[src/rtl/rxq_pkg.sv]
package rxq_pkg;

    localparam int unsigned BYTE_W = 8;
    localparam int unsigned CTL_W  = 9;

    // control word value after reset
    localparam logic [CTL_W-1:0] CTL_RESET = 9'h128;

    // control bit positions that this block decodes
    localparam int unsigned CB_FLUSH  = 0;
    localparam int unsigned CB_TXRST  = 1;
    localparam int unsigned CB_RX_EN  = 2;
    localparam int unsigned CB_RX_DIS = 3;

    // byte returned when popping an empty queue
    localparam logic [BYTE_W-1:0] DUMMY_BYTE = '0;

    // per-cycle queue operation chosen by the admission logic
    typedef struct packed {
        logic push;
        logic pop;
        logic flush;
    } rxq_op_t;

    // fate of an arriving byte
    typedef enum logic [1:0] {
        ARR_NONE     = 2'd0,
        ARR_STORED   = 2'd1,
        ARR_GATED    = 2'd2,
        ARR_OVERFLOW = 2'd3
    } rxq_arrival_e;

    typedef struct packed {
        logic empty;
        logic full;
        logic trig;
    } rxq_stat_t;

    function automatic logic rx_enabled(input logic [CTL_W-1:0] c);
        return c[CB_RX_EN] & ~c[CB_RX_DIS];
    endfunction

    // command bits are self-clearing and never stored
    function automatic logic [CTL_W-1:0] ctl_keep(input logic [CTL_W-1:0] w);
        logic [CTL_W-1:0] r;
        r = w;
        r[CB_FLUSH] = 1'b0;
        r[CB_TXRST] = 1'b0;
        return r;
    endfunction

endpackage

[src/rtl/rxq_ctrl.sv]
module rxq_ctrl
    import rxq_pkg::*;
#(
    parameter int unsigned LVL_W   = 6,
    parameter logic [LVL_W-1:0] LVL_RESET = 6'h20
) (
    input  logic             clk,
    input  logic             rst,
    input  logic             ctl_we,
    input  logic [CTL_W-1:0] ctl_wdata,
    input  logic             lvl_we,
    input  logic [LVL_W-1:0] lvl_wdata,
    output logic [CTL_W-1:0] ctl_q,
    output logic [LVL_W-1:0] lvl_q,
    output logic             flush,
    output logic             rx_on
);

    always_ff @(posedge clk) begin
        if (rst) begin
            ctl_q <= CTL_RESET;
        end else if (ctl_we) begin
            ctl_q <= ctl_keep(ctl_wdata);
        end
    end

    always_ff @(posedge clk) begin
        if (rst) begin
            lvl_q <= LVL_RESET;
        end else if (lvl_we) begin
            lvl_q <= lvl_wdata;
        end
    end

    // flush acts on the write itself; gating uses the stored word
    assign flush = ctl_we & ctl_wdata[CB_FLUSH];
    assign rx_on = rx_enabled(ctl_q);

endmodule

[src/rtl/rxq_admit.sv]
module rxq_admit
    import rxq_pkg::*;
(
    input  logic         rx_valid,
    input  logic         rx_on,
    input  logic         flush,
    input  logic         pop_req,
    input  logic         empty,
    input  logic         full,
    output rxq_op_t      op,
    output rxq_arrival_e arrival
);

    logic pop_ok;
    logic room;

    always_comb begin
        // a pop on an empty queue is a no-op; flush overrides everything
        pop_ok = pop_req & ~empty & ~flush;
        // a pop in the same cycle frees the slot the arrival needs
        room   = ~full | pop_ok;

        op.flush = flush;
        op.pop   = pop_ok;
        op.push  = 1'b0;
        arrival  = ARR_NONE;

        if (rx_valid) begin
            if (flush || !rx_on) begin
                arrival = ARR_GATED;
            end else if (room) begin
                op.push = 1'b1;
                arrival = ARR_STORED;
            end else begin
                arrival = ARR_OVERFLOW;
            end
        end
    end

endmodule

[src/rtl/rxq_store.sv]
module rxq_store
    import rxq_pkg::*;
#(
    parameter int unsigned DEPTH = 64,
    parameter int unsigned W     = 8,
    localparam int unsigned PTR_W = (DEPTH > 1) ? $clog2(DEPTH) : 1,
    localparam int unsigned CNT_W = $clog2(DEPTH + 1)
) (
    input  logic             clk,
    input  logic             rst,
    input  rxq_op_t          op,
    input  logic [W-1:0]     wdata,
    output logic [W-1:0]     head,
    output logic [CNT_W-1:0] count
);

    localparam bit POW2 = (DEPTH == (1 << PTR_W));

    logic [W-1:0]     mem [DEPTH];
    logic [PTR_W-1:0] wr_ptr, rd_ptr;
    logic [PTR_W-1:0] wr_nxt, rd_nxt;

    // pointer advance: free wrap for power-of-two depth, compare otherwise
    generate
        if (POW2) begin : g_wrap_free
            assign wr_nxt = wr_ptr + PTR_W'(1);
            assign rd_nxt = rd_ptr + PTR_W'(1);
        end else begin : g_wrap_cmp
            assign wr_nxt = (wr_ptr == PTR_W'(DEPTH - 1)) ? '0 : wr_ptr + PTR_W'(1);
            assign rd_nxt = (rd_ptr == PTR_W'(DEPTH - 1)) ? '0 : rd_ptr + PTR_W'(1);
        end
    endgenerate

    always_ff @(posedge clk) begin
        if (op.push && !op.flush) begin
            mem[wr_ptr] <= wdata;
        end
    end

    always_ff @(posedge clk) begin
        if (rst || op.flush) begin
            wr_ptr <= '0;
            rd_ptr <= '0;
            count  <= '0;
        end else begin
            if (op.push) wr_ptr <= wr_nxt;
            if (op.pop)  rd_ptr <= rd_nxt;
            unique case ({op.push, op.pop})
                2'b10:   count <= count + CNT_W'(1);
                2'b01:   count <= count - CNT_W'(1);
                default: count <= count;
            endcase
        end
    end

    assign head = mem[rd_ptr];

endmodule

[src/rtl/rxq_flags.sv]
module rxq_flags
    import rxq_pkg::*;
#(
    parameter int unsigned DEPTH = 64,
    parameter int unsigned LVL_W = 6,
    localparam int unsigned CNT_W = $clog2(DEPTH + 1),
    localparam int unsigned CMP_W = (CNT_W > LVL_W) ? CNT_W : LVL_W
) (
    input  logic             clk,
    input  logic             rst,
    input  logic [CNT_W-1:0] count,
    input  logic [LVL_W-1:0] level,
    input  rxq_arrival_e     arrival,
    output rxq_stat_t        stat,
    output logic             ovf_q
);

    always_comb begin
        stat.empty = (count == '0);
        stat.full  = (CMP_W'(count) >= CMP_W'(DEPTH));
        stat.trig  = (level != '0) && (CMP_W'(count) >= CMP_W'(level));
    end

    // the lost-byte event is registered so it lines up with the status
    always_ff @(posedge clk) begin
        if (rst) begin
            ovf_q <= 1'b0;
        end else begin
            ovf_q <= (arrival == ARR_OVERFLOW);
        end
    end

endmodule

[src/rtl/uart_rx_fifo.sv]
module uart_rx_fifo
    import rxq_pkg::*;
#(
    parameter int unsigned DEPTH = 64,
    parameter int unsigned LVL_W = 6,
    localparam int unsigned CNT_W = $clog2(DEPTH + 1)
) (
    input  logic             clk,
    input  logic             rst,
    input  logic             rx_valid,
    input  logic [7:0]       rx_byte,
    input  logic             pop,
    output logic [7:0]       rd_data,
    input  logic             ctl_we,
    input  logic [8:0]       ctl_wdata,
    output logic [8:0]       ctl_rdata,
    input  logic             lvl_we,
    input  logic [LVL_W-1:0] lvl_wdata,
    output logic [LVL_W-1:0] lvl_rdata,
    output logic [CNT_W-1:0] fill,
    output logic             rx_on,
    output logic             st_empty,
    output logic             st_full,
    output logic             st_trig,
    output logic             ovf_evt
);

    logic               flush;
    rxq_op_t            op;
    rxq_arrival_e       arrival;
    rxq_stat_t          stat;
    logic [BYTE_W-1:0]  head;

    rxq_ctrl #(
        .LVL_W     (LVL_W),
        .LVL_RESET (LVL_W'(32))
    ) u_ctrl (
        .clk       (clk),
        .rst       (rst),
        .ctl_we    (ctl_we),
        .ctl_wdata (ctl_wdata),
        .lvl_we    (lvl_we),
        .lvl_wdata (lvl_wdata),
        .ctl_q     (ctl_rdata),
        .lvl_q     (lvl_rdata),
        .flush     (flush),
        .rx_on     (rx_on)
    );

    rxq_admit u_admit (
        .rx_valid (rx_valid),
        .rx_on    (rx_on),
        .flush    (flush),
        .pop_req  (pop),
        .empty    (stat.empty),
        .full     (stat.full),
        .op       (op),
        .arrival  (arrival)
    );

    rxq_store #(
        .DEPTH (DEPTH),
        .W     (BYTE_W)
    ) u_store (
        .clk   (clk),
        .rst   (rst),
        .op    (op),
        .wdata (rx_byte),
        .head  (head),
        .count (fill)
    );

    rxq_flags #(
        .DEPTH (DEPTH),
        .LVL_W (LVL_W)
    ) u_flags (
        .clk     (clk),
        .rst     (rst),
        .count   (fill),
        .level   (lvl_rdata),
        .arrival (arrival),
        .stat    (stat),
        .ovf_q   (ovf_evt)
    );

    assign st_empty = stat.empty;
    assign st_full  = stat.full;
    assign st_trig  = stat.trig;
    assign rd_data  = stat.empty ? DUMMY_BYTE : head;

endmodule

[config.mk]
export PLATFORM = sky130hd
export DESIGN_NAME = uart_rx_fifo
export DESIGN_NICKNAME = d
export VERILOG_FILES = /design/src/rtl/rxq_pkg.sv /design/src/rtl/rxq_ctrl.sv /design/src/rtl/rxq_admit.sv /design/src/rtl/rxq_store.sv /design/src/rtl/rxq_flags.sv /design/src/rtl/uart_rx_fifo.sv
export SDC_FILE = /design/constraint.sdc
export NUM_CORES = 1
export LEC_CHECK = 0
export BUFFER_PORTS_ARGS = -buffer_cell sky130_fd_sc_hd__buf_4
export CAP_MARGIN = 20
export CORE_MARGIN = 4
export CORE_UTILIZATION = 55
export DETAILED_ROUTE_END_ITERATION = 7
export MAX_ROUTING_LAYER = met4
export PLACE_DENSITY = 0.75
export RECOVER_POWER = 25
export SLEW_MARGIN = 15
export SYNTH_ARGS = -nofsm -noshare
export SYNTH_HDL_FRONTEND = slang
export SYNTH_SLANG_ARGS = --single-unit
[constraint.sdc]
create_clock -name clk -period 5.5 [get_ports clk]
set_input_delay 0.55 -clock clk [delete_from_list [all_inputs] [get_ports clk]]
set_output_delay 0.55 -clock clk [all_outputs]
set_load 0.03 [all_outputs]
==> results of run 1 <==
stage by stage:
| step | worst slack [ns] | hold WS [ns] | instance area, um^2 | utilization | total power [W] |
|---|---|---|---|---|---|
| global route | 1.18 | 0.160 | 24200 | 0.624 | 0.00865 |
| detailed placement | 1.98 | 0.466 | 22500 | 0.580 | 0.00481 |
| floorplan | 2.58 | 0.463 | 21700 | - | 0.00472 |
| finish | 1.41 | 0.172 | 24200 | 0.624 | 0.00840 |
| global placement | 1.98 | 0.456 | 22500 | 0.580 | 0.00481 |
| CTS | 1.34 | 0.144 | 24300 | 0.625 | 0.00844 |
metal layers:
layer | track usage | vias to the layer above
met1 | 0.324 | 5530
li1 | - | 4663
met2 | 0.342 | 598
met3 | 0.0451 | 89
met5 | - | -
met4 | 0.0620 | 0
sequential cells by signal, summed over array words and instances, names as in the netlist, named ones only:
signal and count:
u_ctrl.lvl_q 6, u_store.mem 512, u_store.count 7, u_flags.ovf_q 1
u_store.rd_ptr 6, u_ctrl.ctl_q 7, u_store.wr_ptr 6
power by group through the flow:
| stage | Sequential (W) | Clock [W] | Combinational, W |
|---|---|---|---|
| final | 0.00459 | 0.00367 | 0.000134 |
| after global routing | 0.00459 | 0.00391 | 0.000145 |
| after CTS | 0.00458 | 0.00372 | 0.000139 |
| after detailed placement | 0.00467 | 0 | 0.000138 |
| after global placement | 0.00467 | 0 | 0.000132 |
| after floorplan | 0.00469 | 0 | 0.0000365 |
area by class of cell:
type,count,area [um^2],area share
Inverter,11,41.3,0.00170
Clock inverter,34,357,0.0147
Multi-Input combinational cell,495,5120,0.211
Timing Repair Buffer,68,505,0.0209
Tap cell,518,648,0.0267
Sequential cell,551,16200,0.667
Clock buffer,64,1410,0.0582
kinds of logic after synthesis:
kind of cell    count (synthesis)  share of synthesized area
xor+xnor                       12                    0.00484
fa+ha+maj                      15                    0.00900
flops                         551                      0.745
other cells                     1                   0.000173
buf+inv                        75                     0.0198
compound gates                 91                     0.0292
mux                           154                      0.146
simple gates                  221                     0.0466
critical path: cells and delay by family, from the launching register on:
family	cells	cell delay, ns
and+or+nand+nor	2	1.12
DFF	1	0.80
AOI/OAI and AO/OA	2	0.74
buffers and inverters	1	0.28
synthesized netlist by cell type, types with 7 or more instances:
cell,number
dfxtp_1,39
mux4_2,127
mux2i_1,23
nor2_1,117
buf_4,12
o22ai_1,32
nand2_1,30
buf_2,13
inv_1,11
nor2b_1,14
edfxtp_1,512
ha_1,14
clkbuf_1,26
nor3_1,18
xor2_1,10
o221ai_1,10
a21oi_1,7
final timing paths:
kind                        end             start  slack (ns)  cells past startpoint
min reg2reg     u_ctrl.ctl_q[5]   u_ctrl.ctl_q[5]        0.48                      2
max                  rd_data[0]              flop        1.41                      5
min             u_ctrl.ctl_q[5]      ctl_wdata[5]        0.17                      3
max reg2reg  u_store.mem[51][6]  u_store.count[6]        2.19                      6
==> results.yml, run 1 <==
routing:
  routed_wl_mm: 46.1
  first_pass_iters: 7
  met3_length_mm: 4.46
  top_layer: "met4"
  drc_errors: 0
  final_antenna_net_count: 0
  via_per_inst: 6.25
  wire_per_inst_um: 26.5
  wl_met1_mm: 18.2
  wl_met2_mm: 22.2
  vias: 10900
  drtIter0Drc: 1184
grt:
  grt_usage: 0.227
  grt_max_degree: 65
  grt_pass1_wl_mm: 69.2
  grt_overflow_total: 0
  antenna_found_initial: 0
  grt_pass1_vias: 10800
final_layout:
  n_antenna_cell: 0
  final_cell_mix: "512 x edfxtp_1, 127 x mux4_2, 117 x nor2_1"
  nNetsFinal: 1224
  layout_commonest_cell: "edfxtp_1"
  num-fill-cells: 2592
  stdcell_count: 1741
  drive_above_1_share: 0.226
  area_growth_pct: 11.7
cts:
  cts.repair.resized: 0
  cts.reportedPaths.clkPinSlew_ns: 0.07
  postCtsSetupBuffers: 0
  h-tree-depth: 2
  tritoncts: "built"
  clk_path_buf_depth: 3
  root_buffer: "clkbuf_16"
  holdBufCountCts: 0
  insertion_delay_ns: 0.59
  cts_made_buffers: 53
  cts.sink_count: 551
synth:
  async_flop_share: 0
  synth_top_area_share: 0.709
  ys_seq_area_frac: 0.745
  synth_edf_count: 512
  ys_top_cells_by_area: "edfxtp_1 71%, mux4_2 13%, dfxtp_1 3.6%"
  synth_cell_types: 54
  synth.avg_cell_area_um2: 19.4
  synth_area_mm2: 0.0217
  ys_ff_latch: 551
  synthCells: 1120
  yosys.area.top_type: "edfxtp_1"
  synthFlopType: "edfxtp_1"
  ys_warn_count: 0
setup_path:
  crit_slowest_cell: "dfxtp_1"
  setup.worst_path.end_class: "output port"
  crit_path_max_incr_delay_ns: 0.80
  cp_data_required_time_ns: 4.95
  critical_path_class: "reg2out"
  crit_arrival_ns: 3.54
  path_max_fanout: 15
  cp-start-kind: "flop"
  timing.critical_path.cells: "nand2b_1, or2_2, o22ai_1, o41ai_1, buf_4"
die:
  core_area_mm2: 0.0388
  die_y_um: 207
  die-area_mm2: 0.0427
  row_count: 72
  ios: 64
  start_util: 0.559
  die_w_um: 207
pwr:
  powerDensity_mw_per_mm2: 346
  p_clk_frac: 0.437
  vdd_drop_max_mv: 0.215
  combPwrFrac: 0.016
  leakage_nw: 7.48
  switching_power_w: 0.00162
  switching_share: 0.193
  power.internal_w: 0.00678
  seqPwrFrac: 0.547
sta:
  period_needed_ns: 4.09
  finalSetupTns_ns: 0
  finalHoldViolCount: 0
  rsz0062_at_grt: "false"
  relSlewSlack: -1.03
  tightest_slew_ns: 3.04
  setup_viol: 0
  fin_crit_sh: 0.743
  clock.fmax_mhz: 245
  final_max_slew_viol_count: 520
  fin_skew_ns: 0.0270
placed_design:
  portBuffers: 60
  gp_congestion: 0.851
  place_hpwl_mm: 27.2
  dpl.cell_count: 1643
worst_hold_path:
  hp-class: "in2reg"
run_status:
  status: "finished with violations"
  violations: "max-capacitance violations, max-slew violations"
run:
  maxCapViolCount: 8
(Power assumes the default switching activity.)
==> run 2: changes to the inputs <==
- PLACE_DENSITY: 0.75 -> 0.78
- clock period: 5.5 -> 3.6 ns (I/O delays scaled with it)
==> run 2 against run 1 <==
Against the previous run: the flow still finishes with violations (max-capacitance violations, max-slew violations); critical path depth up 1; sequential share of layout area down 1.7 points; worst setup slack worse by 1.3 ns; critical endpoint is now rd_data[6]; die area unchanged; highest routed layer unchanged; non-clock buffer count up 83; hold slack worse by 0.15 ns; global-route usage up 1.2 points; via count up 4.4%; clock power up 46%; clock skew down 0.012 ns; sequential cell count unchanged; utilization up 1.6 points.
==> results.yml, run 2 (synthesized netlist as in run 1, its figures left out) <==
setup_path:
  crit_slowest_cell: "dfxtp_1"
  r2r_cells: 12
  timing.critical_path.cells: "nand2b_1, buf_4, o22ai_1, o22a_1, o31ai_1, buf_4"
  setup.worst_path.end_class: "output port"
  cp.buffers_inverters: 2
  crit_top_cell: "buf_4"
  cp_data_required_time_ns: 3.24
  crit_arrival_ns: 3.12
  cp_top_family: "compound AO/OA/AOI/OAI gates"
  crit_path_max_incr_delay_ns: 0.74
  path_max_fanout: 15
  critical_path_class: "reg2out"
  r2r-start: "u_store.count[6]"
  cp-start-kind: "flop"
  reg2reg_to: "u_store.count[6]"
  ff2ff_setup_slack_ns: 0.56
final_layout:
  largest_reg_flops: 512
  regMostFlops: "u_store.mem"
  top_regs: "u_store.mem x512, u_ctrl.ctl_q x7, u_store.count x7"
  area_growth_pct: 14.7
  drive_above_1_share: 0.267
  n_antenna_cell: 0
  stdcell_count: 1816
  layout_commonest_cell: "edfxtp_1"
  final_cell_mix: "512 x edfxtp_1, 127 x mux4_2, 123 x buf_4"
  nNetsFinal: 1307
pwr:
  leakage_nw: 7.87
  vdd_drop_max_mv: 0.298
  powerDensity_mw_per_mm2: 506
sta:
  relSlewSlack: -1.06
  clock.fmax_mhz: 288
  period_needed_ns: 3.48
  tightest_slew_ns: 3.09
  finalSetupTns_ns: 0
  rsz0062_at_grt: "false"
  fin_skew_ns: 0.0146
  fin_crit_sh: 0.965
  final_max_slew_viol_count: 520
  setup_viol: 0
  finalHoldViolCount: 0
cts:
  h-tree-depth: 2
  cts.sink_count: 551
  cts.reportedPaths.clkPinSlew_ns: 0.07
  clk_path_buf_depth: 3
  cts_made_buffers: 53
  insertion_delay_ns: 0.59
  root_buffer: "clkbuf_16"
  tritoncts: "built"
die:
  row_count: 72
  start_util: 0.559
  die-area_mm2: 0.0427
  core_area_mm2: 0.0388
  ios: 64
  die_y_um: 207
  die_w_um: 207
placed_design:
  gp_congestion: 0.846
  portBuffers: 60
  dpl.cell_count: 1715
  place_hpwl_mm: 28.3
routing:
  wire_per_inst_um: 26.6
  drc_errors: 0
  first_pass_iters: 7
  via_per_inst: 6.25
  routed_wl_mm: 48.2
  final_antenna_net_count: 0
  drtIter0Drc: 1208
  vias: 11400
grt:
  grt_pass1_wl_mm: 72.3
  antenna_found_initial: 0
  grt_overflow_total: 0
  grt_usage: 0.238
  grt_pass1_vias: 11700
  grt_max_degree: 65
worst_hold_path:
  holdPathStages: 3
  hp-start: "ctl_wdata[6]"
  hp-class: "in2reg"
  hold_path_end: "u_ctrl.ctl_q[6]"
run_status:
  violations: "max-capacitance violations, max-slew violations"
  status: "finished with violations"
run:
  maxCapViolCount: 8
==> run 2: cell types whose count changed in the layout (fill, tap and decap cells not counted), sizes merged <==
cell and change:
buf +73, bufinv -3, clkbuf -1, clkinv -4
clkinvlp +1, dlygate4sd3 +10, inv -1
==> run 2: metrics by stage <==
step | utilization | hold WS (ns) | total power, W | instance area [um^2] | worst slack (ns)
final | 0.641 | 0.0231 | 0.0126 | 24900 | 0.124
after floorplan | - | 0.459 | 0.00721 | 21700 | 0.826
after global routing | 0.641 | 0.0281 | 0.0129 | 24900 | 0.0217
after global placement | 0.596 | 0.457 | 0.00734 | 23100 | 0.602
after detailed placement | 0.596 | 0.463 | 0.00735 | 23100 | 0.592
after CTS | 0.641 | 0.00449 | 0.0126 | 24900 | 0.0297
==> run 2: report_power, final <==
group / internal (W) / switching, W
clock: 0.00305 / 0.00230
combinational: 0.0000582 / 0.000158
sequential: 0.00701 / 0.00000794
==> run 2: worst max path at each step <==
stage,start,cells past startpoint,slack [ns],endpoint
CTS,flop,8,0.03,rd_data[4]
finish,flop,6,0.12,rd_data[6]
global placement,u_store.count[1],11,0.60,u_store.count[6]
global route,flop,6,0.02,rd_data[6]
floorplan,u_store.count[0],12,0.83,u_store.count[6]
detailed placement,u_store.count[0],11,0.59,u_store.count[6]
==> run 2: repair_timing <==
item                       4_1_cts  5_1_grt
hold buffers                    10        0
hold endpoints to repair        10        0
setup endpoints to repair        0        5
buffers inserted                 0        1
gates resized for setup          0        1
==> run 2: final cells by class <==
type                       instances  area (um^2)
sequential                       551        16200
clock buffer                      63         1400
fill                            2485        13900
timing repair buffer             151         1250
clock inverter                    27          246
multi-input combinational        495         5120
inverter                          11         41.3
tap                              518          648
==> run 2: worst register-to-register path, cell delays in order (launching register included) <==
cell,delay (ns)
dfxtp_1,0.50
nor4_1,0.09
nand2_1,0.29
and3_1,0.30
ha_1,0.36
inv_1,0.15
fa_1,0.40
nor2b_1,0.17
o21a_1,0.18
o21a_1,0.15
o211ai_1,0.12
xnor2_1,0.16
nor2_1,0.05
==> run 2: routing by layer <==
layer,track usage,wire [um]
met1,0.320,18600
met2,0.358,23000
met3,0.0601,4630
met4,0.0943,1970
met5,-,0
==> run 3: changes to the inputs <==
- CELL_PAD_IN_SITES_DETAIL_PLACEMENT: not set -> 2
- CELL_PAD_IN_SITES_GLOBAL_PLACEMENT: not set -> 2
- CORE_ASPECT_RATIO: not set -> 1.5
- CORE_UTILIZATION: 55 -> 44
- PLACE_DENSITY: 0.78 -> 0.79
- TNS_END_PERCENT: not set -> 20
==> run 3 against run 2 <==
Against the previous run: the run still ends with max-capacitance violations, max-slew violations left; clock power up 1%; utilization shrank 13 points; combinational power up 11%; cell count increased by 7.8%; worst setup slack got worse by 0.083 ns; clock-buffer cell count grew 10; routed wire length increased by 36%; hold slack better by 0.0037 ns; sequential share of layout area is 0.29 points lower; fmax is 2.3% lower; clock skew grew 0.011 ns; largest power group unchanged; highest routed layer unchanged.
==> results.yml, run 3 (synthesized netlist as in run 1, its figures left out) <==
run_status:
  status: "finished with violations"
  violations: "max-capacitance violations, max-slew violations"
die:
  die_y_um: 280
  die-area_mm2: 0.0530
  ios: 64
  core_area_mm2: 0.0487
  row_count: 99
  die_w_um: 189
  start_util: 0.446
final_layout:
  stdcell_count: 1958
  nNetsFinal: 1303
  final_cell_mix: "512 x edfxtp_1, 127 x mux4_2, 122 x buf_4"
  regMostFlops: "u_store.mem"
  drive_above_1_share: 0.267
  top_regs: "u_store.mem x512, u_ctrl.ctl_q x7, u_store.count x7"
  largest_reg_flops: 512
  n_antenna_cell: 0
  area_growth_pct: 15.2
  layout_commonest_cell: "edfxtp_1"
  num-fill-cells: 4220
sta:
  rsz0062_at_grt: "false"
  clock.fmax_mhz: 281
  fin_crit_sh: 0.988
  finalHoldViolCount: 0
  fin_ws_ns: 0.0414
  period_needed_ns: 3.56
  setup_viol: 0
  whs_ns: 0.0268
  tightest_slew_ns: 3.66
  relSlewSlack: -1.44
  final_max_slew_viol_count: 520
  finalSetupTns_ns: 0
  fin_skew_ns: 0.0254
placed_design:
  place_hpwl_mm: 41.6
  gp_congestion: 0.802
  post-place-ws_ns: 0.429
  portBuffers: 60
  dpl.cell_count: 1854
cts:
  cts.sink_count: 551
  insertion_delay_ns: 0.59
  tritoncts: "built"
  clk_path_buf_depth: 3
  cts_made_buffers: 52
  cts.reportedPaths.clkPinSlew_ns: 0.06
  root_buffer: "clkbuf_16"
  h-tree-depth: 2
grt:
  grt_pass1_wl_mm: 95.4
  grt_usage: 0.255
  grt_max_degree: 65
  grt_overflow_total: 0
  grt_pass1_vias: 13100
  antenna_found_initial: 0
setup_path:
  timing.critical_path.cells: "buf_12, buf_12, mux4_2, o22ai_1, o22ai_1, a22o_1, buf_4"
  cp_data_required_time_ns: 3.24
  crit_arrival_ns: 3.20
  critical_path_class: "reg2out"
  path_max_fanout: 38
  crit_path_max_incr_delay_ns: 0.45
  crit_slowest_cell: "dfxtp_4"
  ff2ff_setup_slack_ns: 0.36
  setup.worst_path.end_class: "output port"
  cp.buffers_inverters: 3
  cp_top_family: "compound AO/OA/AOI/OAI gates"
  cp-start-kind: "flop"
routing:
  via_per_inst: 6.05
  routed_wl_mm: 65.7
  first_pass_iters: 7
  drtIter0Drc: 1166
  drc_errors: 0
  vias: 11900
  final_antenna_net_count: 0
  wire_per_inst_um: 33.6
pwr:
  fin_total_pwr_w: 0.0127
  powerDensity_mw_per_mm2: 508
  vdd_drop_max_mv: 0.324
  leakage_nw: 7.86
run:
  maxCapViolCount: 8
worst_hold_path:
  hp-class: "in2reg"
==> run 3: changes by cell type in the layout (fill, tap and decap cells not counted), sizes merged <==
cell,previous run,this run
buf,133,130
bufinv,4,3
clkbuf,71,84
clkinv,18,19
clkinvlp,4,0
dlygate4sd3,10,7
inv,12,13
==> run 3: path summary, 6_finish.rpt <==
check | from | endpoint | cells past startpoint
worst min register to register | u_ctrl.ctl_q[8] | u_ctrl.ctl_q[8] | 2
worst max-delay path | flop | rd_data[7] | 7
worst max register to register | u_store.count[5] | u_store.count[6] | 12
worst min-delay path | ctl_wdata[7] | u_ctrl.ctl_q[7] | 3
==> run 3: repair_timing <==
item	4_1_cts	5_1_grt
setup buffers	0	0
setup endpoints to repair	1	4
endpoints found under the hold margin	7	0
hold buffers	7	0
gates resized for setup	3	4
==> run 3: worst reg2reg max path, cell delays in order (launching register included) <==
cell,delay [ns]
dfxtp_1,0.49
nor3_1,0.11
nand2_1,0.29
and3_1,0.32
ha_1,0.42
inv_1,0.16
fa_1,0.41
nor2b_1,0.20
o21a_1,0.19
o21a_1,0.16
o211ai_1,0.14
xnor2_1,0.17
nor2_1,0.06
==> run 3: metal layers <==
metal / wire length, um / GRT usage
met5: 0 / -
met4: 3610 / 0.117
met3: 3940 / 0.0457
met2: 33900 / 0.426
met1: 24200 / 0.305
==> run 3: power breakdown <==
part / switching [W] / internal (W) / leakage, nW
clock network: 0.00239 / 0.00303 / 0.812
registers: 0.00000897 / 0.00701 / 4.92
logic: 0.000184 / 0.0000558 / 2.13
==> run 3: final cells by class <==
cell class | instances | area, um^2 | area share
Clock buffer | 73 | 1450 | 0.0581
Clock inverter | 24 | 195 | 0.00781
Inverter | 11 | 41.3 | 0.00165
Multi-Input combinational cell | 495 | 5140 | 0.206
Sequential cell | 551 | 16200 | 0.647
Tap cell | 656 | 821 | 0.0328
Timing Repair Buffer | 148 | 1170 | 0.0469
==> run 3: per-stage QoR <==
stage	instance area, um^2	util
2_1_floorplan	21700	-
3_3_place_gp	23300	0.478
3_5_place_dp	23300	0.478
4_1_cts	25000	0.514
5_1_grt	25000	0.513
6_report	25000	0.513
